## src/rtl/pin_bank_pkg.sv

```systemverilog
// Shared constants for the GPIO bank: register word indices and defaults.
// Assumes 32-bit registers placed on 4-byte boundaries.
package pin_bank_pkg;
    localparam int LINES_DEF    = 32;
    localparam int GRP_SIZE_DEF = 8;
    localparam int BLINK_DEF    = 16;
    localparam int ADDR_W       = 5;

    typedef enum logic [2:0] {
        REG_DOUT  = 3'd0,
        REG_DIR   = 3'd1,
        REG_BLINK = 3'd2,
        REG_POL   = 3'd3,
        REG_DIN   = 3'd4,
        REG_CAUSE = 3'd5,
        REG_EMASK = 3'd6,
        REG_LMASK = 3'd7
    } reg_idx_e;
endpackage

```

## src/rtl/pin_sync_edge.sv

```systemverilog
// Per-line input path: two-flop synchroniser, polarity XOR, rising detector.
// Assumes pad_in is asynchronous; the adjusted value is combinational from
// the second sync flop and the current polarity register.
module pin_sync_edge #(
    parameter int LINES = 32
) (
    input  logic             clk,
    input  logic             rst_n,
    input  logic [LINES-1:0] pad_in,
    input  logic [LINES-1:0] pol,
    output logic [LINES-1:0] din,
    output logic [LINES-1:0] edge_evt
);
    logic [LINES-1:0] meta_q;
    logic [LINES-1:0] sync_q;
    logic [LINES-1:0] prev_q;

    for (genvar i = 0; i < LINES; i++) begin : g_line
        // two-flop synchroniser for one line
        always_ff @(posedge clk) begin
            if (!rst_n) begin
                meta_q[i] <= 1'b0;
                sync_q[i] <= 1'b0;
            end else begin
                meta_q[i] <= pad_in[i];
                sync_q[i] <= meta_q[i];
            end
        end
    end

    // polarity-adjusted input seen by software and detectors
    assign din = sync_q ^ pol;

    // previous adjusted value, used for rising detection
    always_ff @(posedge clk) begin
        if (!rst_n) prev_q <= '0;
        else        prev_q <= din;
    end

    // one-cycle pulse on every 0-to-1 step of the adjusted value
    assign edge_evt = din & ~prev_q;
endmodule

```

## src/rtl/pin_blink_gen.sv

```systemverilog
// Free-running prescaler producing a square wave for blinking outputs.
// Assumes DIV >= 2; the phase flips once every DIV cycles.
module pin_blink_gen #(
    parameter int DIV = 16
) (
    input  logic clk,
    input  logic rst_n,
    output logic phase
);
    localparam int CW = (DIV > 1) ? $clog2(DIV) : 1;
    localparam logic [CW-1:0] LAST = CW'(DIV - 1);

    logic [CW-1:0] cnt_q;
    logic          tick;

    assign tick = (cnt_q == LAST);

    // prescaler count, wraps at DIV-1
    always_ff @(posedge clk) begin
        if (!rst_n)    cnt_q <= '0;
        else if (tick) cnt_q <= '0;
        else           cnt_q <= cnt_q + 1'b1;
    end

    // phase toggles on each wrap
    always_ff @(posedge clk) begin
        if (!rst_n)    phase <= 1'b0;
        else if (tick) phase <= ~phase;
    end

    // every wrap flips the output phase
    p_blink_flip_r10: assert property (@(posedge clk) disable iff (!rst_n)
        tick |=> (phase != $past(phase)));
endmodule

```

## src/rtl/pin_irq_merge.sv

```systemverilog
// Sticky edge-cause register plus per-line request and group OR tree.
// Assumes edge_evt is a single-cycle pulse; set wins over write-zero clear.
module pin_irq_merge #(
    parameter int LINES    = 32,
    parameter int GRP_SIZE = 8
) (
    input  logic                      clk,
    input  logic                      rst_n,
    input  logic [LINES-1:0]          edge_evt,
    input  logic                      cause_we,
    input  logic [LINES-1:0]          cause_wdata,
    input  logic [LINES-1:0]          din,
    input  logic [LINES-1:0]          lvl_mask,
    input  logic [LINES-1:0]          edge_mask,
    output logic [LINES-1:0]          cause,
    output logic [LINES/GRP_SIZE-1:0] irq_grp
);
    localparam int NGRP = LINES / GRP_SIZE;

    logic [LINES-1:0] keep;
    logic [LINES-1:0] req;

    assign keep = cause_we ? cause_wdata : '1;

    // sticky cause: zeros written clear, new edges always set
    always_ff @(posedge clk) begin
        if (!rst_n) cause <= '0;
        else        cause <= (cause & keep) | edge_evt;
    end

    assign req = (din & lvl_mask) | (cause & edge_mask);

    for (genvar g = 0; g < NGRP; g++) begin : g_grp
        assign irq_grp[g] = |req[g*GRP_SIZE +: GRP_SIZE];
    end

    // without a write, no cause bit drops
    p_cause_sticky_r6: assert property (@(posedge clk) disable iff (!rst_n)
        !cause_we |=> ((cause & $past(cause)) == $past(cause)));
    // a write with no edge leaves exactly the surviving bits
    p_cause_clear_r6: assert property (@(posedge clk) disable iff (!rst_n)
        (cause_we && edge_evt == '0) |=> (cause == $past(cause & cause_wdata)));
    // an edge is never lost, even under a clearing write
    p_set_wins_r7: assert property (@(posedge clk) disable iff (!rst_n)
        (edge_evt != '0) |=> ((cause & $past(edge_evt)) == $past(edge_evt)));
endmodule

```

## src/rtl/pin_bank.sv

```systemverilog
// GPIO bank top: register file, read mux, pad drive and interrupt outputs.
// Assumes single-cycle writes and a combinational read of bus_addr.
module pin_bank
    import pin_bank_pkg::*;
#(
    parameter int LINES     = LINES_DEF,
    parameter int GRP_SIZE  = GRP_SIZE_DEF,
    parameter int BLINK_DIV = BLINK_DEF
) (
    input  logic                      clk,
    input  logic                      rst_n,
    input  logic [ADDR_W-1:0]         bus_addr,
    input  logic                      bus_we,
    input  logic [31:0]               bus_wdata,
    output logic [31:0]               bus_rdata,
    input  logic [LINES-1:0]          pad_in,
    output logic [LINES-1:0]          pad_out,
    output logic [LINES-1:0]          pad_oe,
    output logic [LINES/GRP_SIZE-1:0] irq_grp
);
    localparam int NGRP = LINES / GRP_SIZE;

    logic [LINES-1:0] dout_q, dir_q, blink_q, pol_q, emask_q, lmask_q;
    logic [LINES-1:0] din, edge_evt, cause;
    logic [LINES-1:0] wd;
    logic             phase;

    function automatic logic hit(input logic [ADDR_W-1:0] a, input reg_idx_e r);
        return a == {r, 2'b00};
    endfunction

    assign wd = bus_wdata[LINES-1:0];

    // software-writable configuration registers
    always_ff @(posedge clk) begin
        if (!rst_n) begin
            dout_q  <= '0;
            dir_q   <= '1;
            blink_q <= '0;
            pol_q   <= '0;
            emask_q <= '0;
            lmask_q <= '0;
        end else if (bus_we) begin
            if (hit(bus_addr, REG_DOUT))  dout_q  <= wd;
            if (hit(bus_addr, REG_DIR))   dir_q   <= wd;
            if (hit(bus_addr, REG_BLINK)) blink_q <= wd;
            if (hit(bus_addr, REG_POL))   pol_q   <= wd;
            if (hit(bus_addr, REG_EMASK)) emask_q <= wd;
            if (hit(bus_addr, REG_LMASK)) lmask_q <= wd;
        end
    end

    pin_sync_edge #(.LINES(LINES)) i_sync (
        .clk(clk), .rst_n(rst_n), .pad_in(pad_in), .pol(pol_q),
        .din(din), .edge_evt(edge_evt)
    );

    pin_blink_gen #(.DIV(BLINK_DIV)) i_blink (
        .clk(clk), .rst_n(rst_n), .phase(phase)
    );

    pin_irq_merge #(.LINES(LINES), .GRP_SIZE(GRP_SIZE)) i_irq (
        .clk(clk), .rst_n(rst_n), .edge_evt(edge_evt),
        .cause_we(bus_we && hit(bus_addr, REG_CAUSE)), .cause_wdata(wd),
        .din(din), .lvl_mask(lmask_q), .edge_mask(emask_q),
        .cause(cause), .irq_grp(irq_grp)
    );

    // pad drive: blink overrides data-out, direction gates the driver
    assign pad_out = (dout_q & ~blink_q) | (blink_q & {LINES{phase}});
    assign pad_oe  = ~dir_q;

    // read mux by register index
    always_comb begin
        bus_rdata = '0;
        case (reg_idx_e'(bus_addr[ADDR_W-1:2]))
            REG_DOUT:  bus_rdata[LINES-1:0] = dout_q;
            REG_DIR:   bus_rdata[LINES-1:0] = dir_q;
            REG_BLINK: bus_rdata[LINES-1:0] = blink_q;
            REG_POL:   bus_rdata[LINES-1:0] = pol_q;
            REG_DIN:   bus_rdata[LINES-1:0] = din;
            REG_CAUSE: bus_rdata[LINES-1:0] = cause;
            REG_EMASK: bus_rdata[LINES-1:0] = emask_q;
            REG_LMASK: bus_rdata[LINES-1:0] = lmask_q;
            default:   bus_rdata = '0;
        endcase
    end

    // a direction write sets the pad enables to its complement
    p_oe_dir_r2: assert property (@(posedge clk) disable iff (!rst_n)
        (bus_we && hit(bus_addr, REG_DIR)) |=> (pad_oe == ~$past(wd)));
    // with both masks clear no summary interrupt can be raised
    p_grp_quiet_r9: assert property (@(posedge clk) disable iff (!rst_n)
        (emask_q == '0 && lmask_q == '0) |-> (irq_grp == '0));
    // the cycle after reset, all lines are inputs
    p_reset_dir_r1: assert property (@(posedge clk)
        !rst_n |=> (pad_oe == '0));
endmodule

```

## config.mk

```make
export PLATFORM = sky130hd
export DESIGN_NAME = pin_bank
export DESIGN_NICKNAME = d
export VERILOG_FILES = /design/src/rtl/pin_bank_pkg.sv /design/src/rtl/pin_sync_edge.sv /design/src/rtl/pin_blink_gen.sv /design/src/rtl/pin_irq_merge.sv /design/src/rtl/pin_bank.sv
export SDC_FILE = /design/constraint.sdc
export NUM_CORES = 1
export LEC_CHECK = 0
export ABC_AREA = 0
export BUFFER_PORTS_ARGS = -buffer_cell sky130_fd_sc_hd__buf_2
export CORE_ASPECT_RATIO = 0.6
export CORE_UTILIZATION = 54
export CTS_BUF_LIST = sky130_fd_sc_hd__clkbuf_2
export DETAILED_ROUTE_END_ITERATION = 10
export MAX_ROUTING_LAYER = met4
export PLACE_DENSITY = 0.78
export SLEW_MARGIN = 20
export SYNTH_ARGS = -nofsm -noshare
export SYNTH_HDL_FRONTEND = slang
export SYNTH_SLANG_ARGS = --single-unit
```

## constraint.sdc

```tcl
create_clock -name clk -period 1.4 [get_ports clk]
set_input_delay 0.14 -clock clk [delete_from_list [all_inputs] [get_ports clk]]
set_output_delay 0.14 -clock clk [all_outputs]
set_load 0.02 [all_outputs]
```

======== Yosys cells after proc, flatten, opt, wreduce, memory -nomap -nowiden ========
Index checks and enable logic that the tools add are counted.
word-level totals
  flip-flop bits (word level) ............. 325
  output and inout bits ................... 100
  logic and storage cells ................. 120
operators by class
  add/sub/neg operators ................... 1
  multiplexer cells ....................... 2
  bitwise gates (word level) .............. 15
  equal/unequal tests ..................... 14
  reduce and logical (&&, ||, !) cells .... 14
operators with widths
  kind                   number
  $pmux W32 S8           1
  $and A32 B32 Y32       6
  $not A32 Y32           3
  $or A32 B32 Y32        3
  $mux W32               1
  $reduce_or A8 Y1       4
  $xor A32 B32 Y32       1
  $eq A5 B5 Y1 const B   3
  $eq A3 B3 Y1 const B   4
  $reduce_and A2 Y1      6
  $eq A5 B4 Y1 const B   2
  $eq A3 B2 Y1 const B   2
  $eq A5 B3 Y1 const B   1
  $logic_not A5 Y1       1
  $add A4 B1 Y4 const B  1
  $eq A4 B4 Y1 const B   1
  $eq A3 B1 Y1 const B   1
  $logic_not A3 Y1       1
  $not A1 Y1             2
  $reduce_or A2 Y1       1
  $logic_and A1 B1 Y1    1

======== Longest topological paths before layout ========
  depth in word-level cells ............... 5
  depth in mapped cells ................... 7
  gate-level depth less buffers ........... 5

======== Cells and area by module ========
From an unflattened synthesis, not the netlist that was laid out.
second synthesis, totals
  cell total of the unflattened synthesis .. 1,689
  area total of the unflattened synthesis .. 14,645.3 um^2
by module, submodules not included
  module         cells an instance  sequential area each (um^2)  area each (um^2)  times used
  pin_bank       1,234              3,843.7                      9,823.2           1
  pin_sync_edge  266                1,921.8                      3,084.2           1
  pin_irq_merge  170                640.6                        1,540.2           1
  pin_blink_gen  19                 100.1                        197.7             1

======== Least setup slack after synthesis ========
OpenSTA, ideal clock, no wires.
  path kind ............................... input -> output
  start point ............................. in bus_addr[3]
  end point ............................... out bus_rdata[28]
  setup slack ............................. -0.144 ns
  buffers on the path ..................... 3
  stages on the path ...................... 6
  data arrival time ....................... 1.404 ns
  cells stage by stage .................... buf_2 buf_2 buf_2 nand3_1 a21o_1 a31oi_1
between the ends
  longest elaborated chain between the ends .. 2
  elaborated cells on any way between the ends .. 9
  those cells by class .................... eq/ne: 7; mux: 1; reduce/logical: 1
RTL lines
  item                                  line            text
  start, declared                       pin_bank.sv:12  input logic [ADDR_W-1:0] bus_addr,
  $eq A3 B3 Y1 (tied with other cells)  pin_bank.sv:76  case (reg_idx_e'(bus_addr[ADDR_W-1:2]))
  $pmux W32 S8 (*)                      pin_bank.sv:76
  end, declared                         pin_bank.sv:15  output logic [31:0] bus_rdata,
Mark *: on every way between the ends. The rest lies on a longest branch, timed or not.

======== Worst setup path after layout ========
  start point ............................. reg i_irq.cause[6]
  end point ............................... out irq_grp[0]
between the ends
  longest elaborated chain between the ends .. 3
RTL lines
  item                    line                 text
  start, declared         pin_irq_merge.sv:15  output logic [LINES-1:0] cause,
  start signal, assigned  pin_irq_merge.sv:28  else cause <= (cause & keep) | edge_evt;
  $and A32 B32 Y32        pin_irq_merge.sv:31  assign req = (din & lvl_mask) | (cause & edge_mask);
  $or A32 B32 Y32         pin_irq_merge.sv:31
  $reduce_or A8 Y1        pin_irq_merge.sv:34  assign irq_grp[g] = |req[g*GRP_SIZE +: GRP_SIZE];
  end, declared           pin_bank.sv:19       output logic [LINES/GRP_SIZE-1:0] irq_grp
Every way passes these cells.

==> out/qor.txt <==
share of layout cells above drive strength 1 -> 35.81%
failing checks -> hold timing, setup timing
most instantiated cells after synthesis -> nand2_1 (406), dfxtp_1 (325), and2_1 (102)
hold slack -> -144.2 ps
post-synthesis adder-cell area fraction -> 0.08773%
WL met2 -> 25.63 mm
via count -> 15618
f_max -> 394.5 MHz
grt ovf -> 0
vias in the first global route -> 15016
status -> finished with violations
Setup Skew -> 65.40 ps
clock root cell -> clkbuf_2
Synth-to-Final Area Change -> 47.98%
Final Cycle Share -> 181.1%
hpwl dp -> 31.58 mm
EDFF count, synth -> 0
Top Layer Used -> met4
main combinational cell family by area after synthesis -> compound AO/OA/AOI/OAI gates
IO Count -> 172
initial drt markers -> 2461
Seq/Total Area, Yosys -> 45.62%
Port Buffer Count -> 171
Pins Over Slew Limit -> 0
first-pass GRT wire length -> 83.14 mm
Die W -> 211.8 um
Initial Util -> 55.67%
drt first pass iters -> 7
Tightest Pin Transition -> 503.8 ps
Synth Area in Simple Gates -> 20.06%
cell taking the most area after synthesis -> dfxtp_1
reg2reg path depth -> 5
gate count after technology mapping -> 1632
CP Cell Sequence -> a22o_1, a221oi_1, and3_1, nand3_1, buf_6
FF-to-FF End -> i_blink.cnt_q[3]
clock tree buffer depth -> 3
Clock Latency Late Sink -> 1000 ps
Final Worst Setup Slack -> -1135 ps
post-synthesis cell type count -> 51
YS warnings -> 0
H-tree depth -> 3
Post-Syn Nets -> 1705
largest net degree at the start of global routing -> 65
CP delay by family, top -> compound AO/OA/AOI/OAI gates
Yosys top cell area share -> 45.62%
final hold violations -> 47
Max Cap Viol -> 0
CP Max Fanout -> 3
die area -> 27090 um2
met1 WL -> 22.18 mm
drt wl/cell -> 23.24 um
Slew headroom -> 66.41%
critical path arrival -> 2390 ps
Hold Startpoint -> bus_addr[1]
RSZ-0062 raised after global routing -> true
initial antenna violation count -> 5
gpl congestion -> 0.9855
cell area after synthesis -> 14260 um2
Post-Syn Area per Cell -> 8.739 um2
met3 wire length -> 8.018 mm
CTS tree -> yes
Final min period -> 2535 ps
Worst Hold Class -> input pin to flip-flop
LEAKAGE -> 0.008629 uW
worst flop-to-flop path startpoint -> i_blink.cnt_q[0]
mux cell area share after synthesis -> 4.957%
Synth Area in XOR/XNOR -> 2.088%
Core Footprint -> 25620 um2
CP startpoint kind -> flip-flop
clock buffer count from CTS -> 74
Antenna Nets Post-Route -> 0
Final setup viols -> 149
Synth Register Bits -> 325
die height -> 127.9 um
gr usage total -> 41.50%
fin nets -> 2208
worst setup path category -> flip-flop to primary output
# DRC -> 0
CP bufs+invs -> 1
Worst-path clk slew -> 120 ps
Worst path slowest cell -> dfxtp_2
critical path's largest stage delay -> 370 ps
Crit path required time -> 1260 ps
total power -> 18440 uW
Synth Area in Compound Gates -> 22.28%
dominant cell by count in the synthesized netlist -> nand2_1
FF-to-FF setup slack -> 70 ps
hold path depth -> 6
crit path capture type -> primary output
Routed WL -> 58.99 mm
Via density -> 6.154
worst vdd ir -> 0.7464 mV
fraction of registers with async set/reset -> 0%
synth top area cells -> dfxtp_1 (46%), nand2_1 (11%), mux2_2 (4.5%), and2_1 (4.5%), a21boi_0 (4.3%)
Worst Hold End -> emask_q[4]
# rows -> 45
Clock Sinks -> 325
power density cells -> 873.9 nW/um2
Top FF cell, synth -> dfxtp_1
## how the worst max path moves through the flow
stage / start / end / slack, ps / cells after the start
3_3_place_gp: bus_addr[3] / bus_rdata[13] / -390 / 7
2_1_floorplan: bus_addr[3] / bus_rdata[6] / -20 / 7
3_5_place_dp: bus_addr[3] / bus_rdata[15] / -420 / 7
6_report: i_irq.cause[6] / irq_grp[0] / -1130 / 5
4_1_cts: pol_q[4] / irq_grp[0] / -1120 / 5
5_1_grt: i_sync.sync_q[15] / irq_grp[1] / -1200 / 5
## cell usage in the layout, fill, tap and decap left out, types with 74 or more instances in the layout
| master | count |
|---|---|
| nand2_1 | 405 |
| dfxtp_1 | 222 |
| dlygate4sd3_1 | 194 |
| buf_4 | 163 |
| clkbuf_2 | 109 |
| and2_1 | 101 |
| buf_6 | 90 |
| dfxtp_2 | 83 |
| a21boi_0 | 81 |
| a21boi_1 | 79 |
| buf_2 | 74 |
## power breakdown
part / leakage [uW] / switching [uW] / internal (uW)
clock: 0.000491 / 3960 / 2220
combinational: 0.00547 / 1370 / 1280
sequential: 0.00267 / 179 / 9450
## cell families after synthesis
family	count (synthesis)
mux	61
simple gates	619
buf+inv	165
fa+ha+maj	1
flops	325
xor+xnor	34
compound gates	427
## metrics by stage
stage / worst slack (ps) / setup TNS [ps] / cells / instance area [um2] / utilization [%]
floorplan: -16.30 / -111.4 / 1632 / 14420 / -
global placement: -391.2 / -46330 / 2179 / 16640 / 64.95
detailed placement: -418.6 / -58510 / 2179 / 16640 / 64.95
CTS: -1116 / -71890 / 2510 / 20430 / 79.75
global route: -1199 / -83220 / 2538 / 21110 / 82.38
finish: -1135 / -75580 / 2538 / 21110 / 82.38
## repair_timing
item	in CTS	in global routing
setup endpoints to repair	100	121
setup buffers	22	14
pin swaps	70	35
hold buffers	184	18
endpoints found under the hold margin	325	110
cloned	3	2
resized for setup	346	140
## worst reg2reg max path: stages, from the launching register on
cell,delay [ps]
dfxtp_1,420
ha_1,240
a21oi_1,60
o21ai_0,180
o21ai_0,150
and2_1,180
## metal layers
layer	track usage, %	up-vias
li1	-	6675
met1	52.73	7374
met2	61.24	1240
met3	11.66	329
met4	19.22	0
met5	-	-
## area by class of cell
class                      count  area (um2)
antenna                        5       12.51
clock buffer                 109       545.5
clock inverter                13       75.07
fill                        1455        4513
inverter                      37       148.9
multi-input combinational   1142        7971
sequential                   325        6685
tap                          352       440.4
timing repair buffer         555        5226
Power figures use the tool's default switching activity.
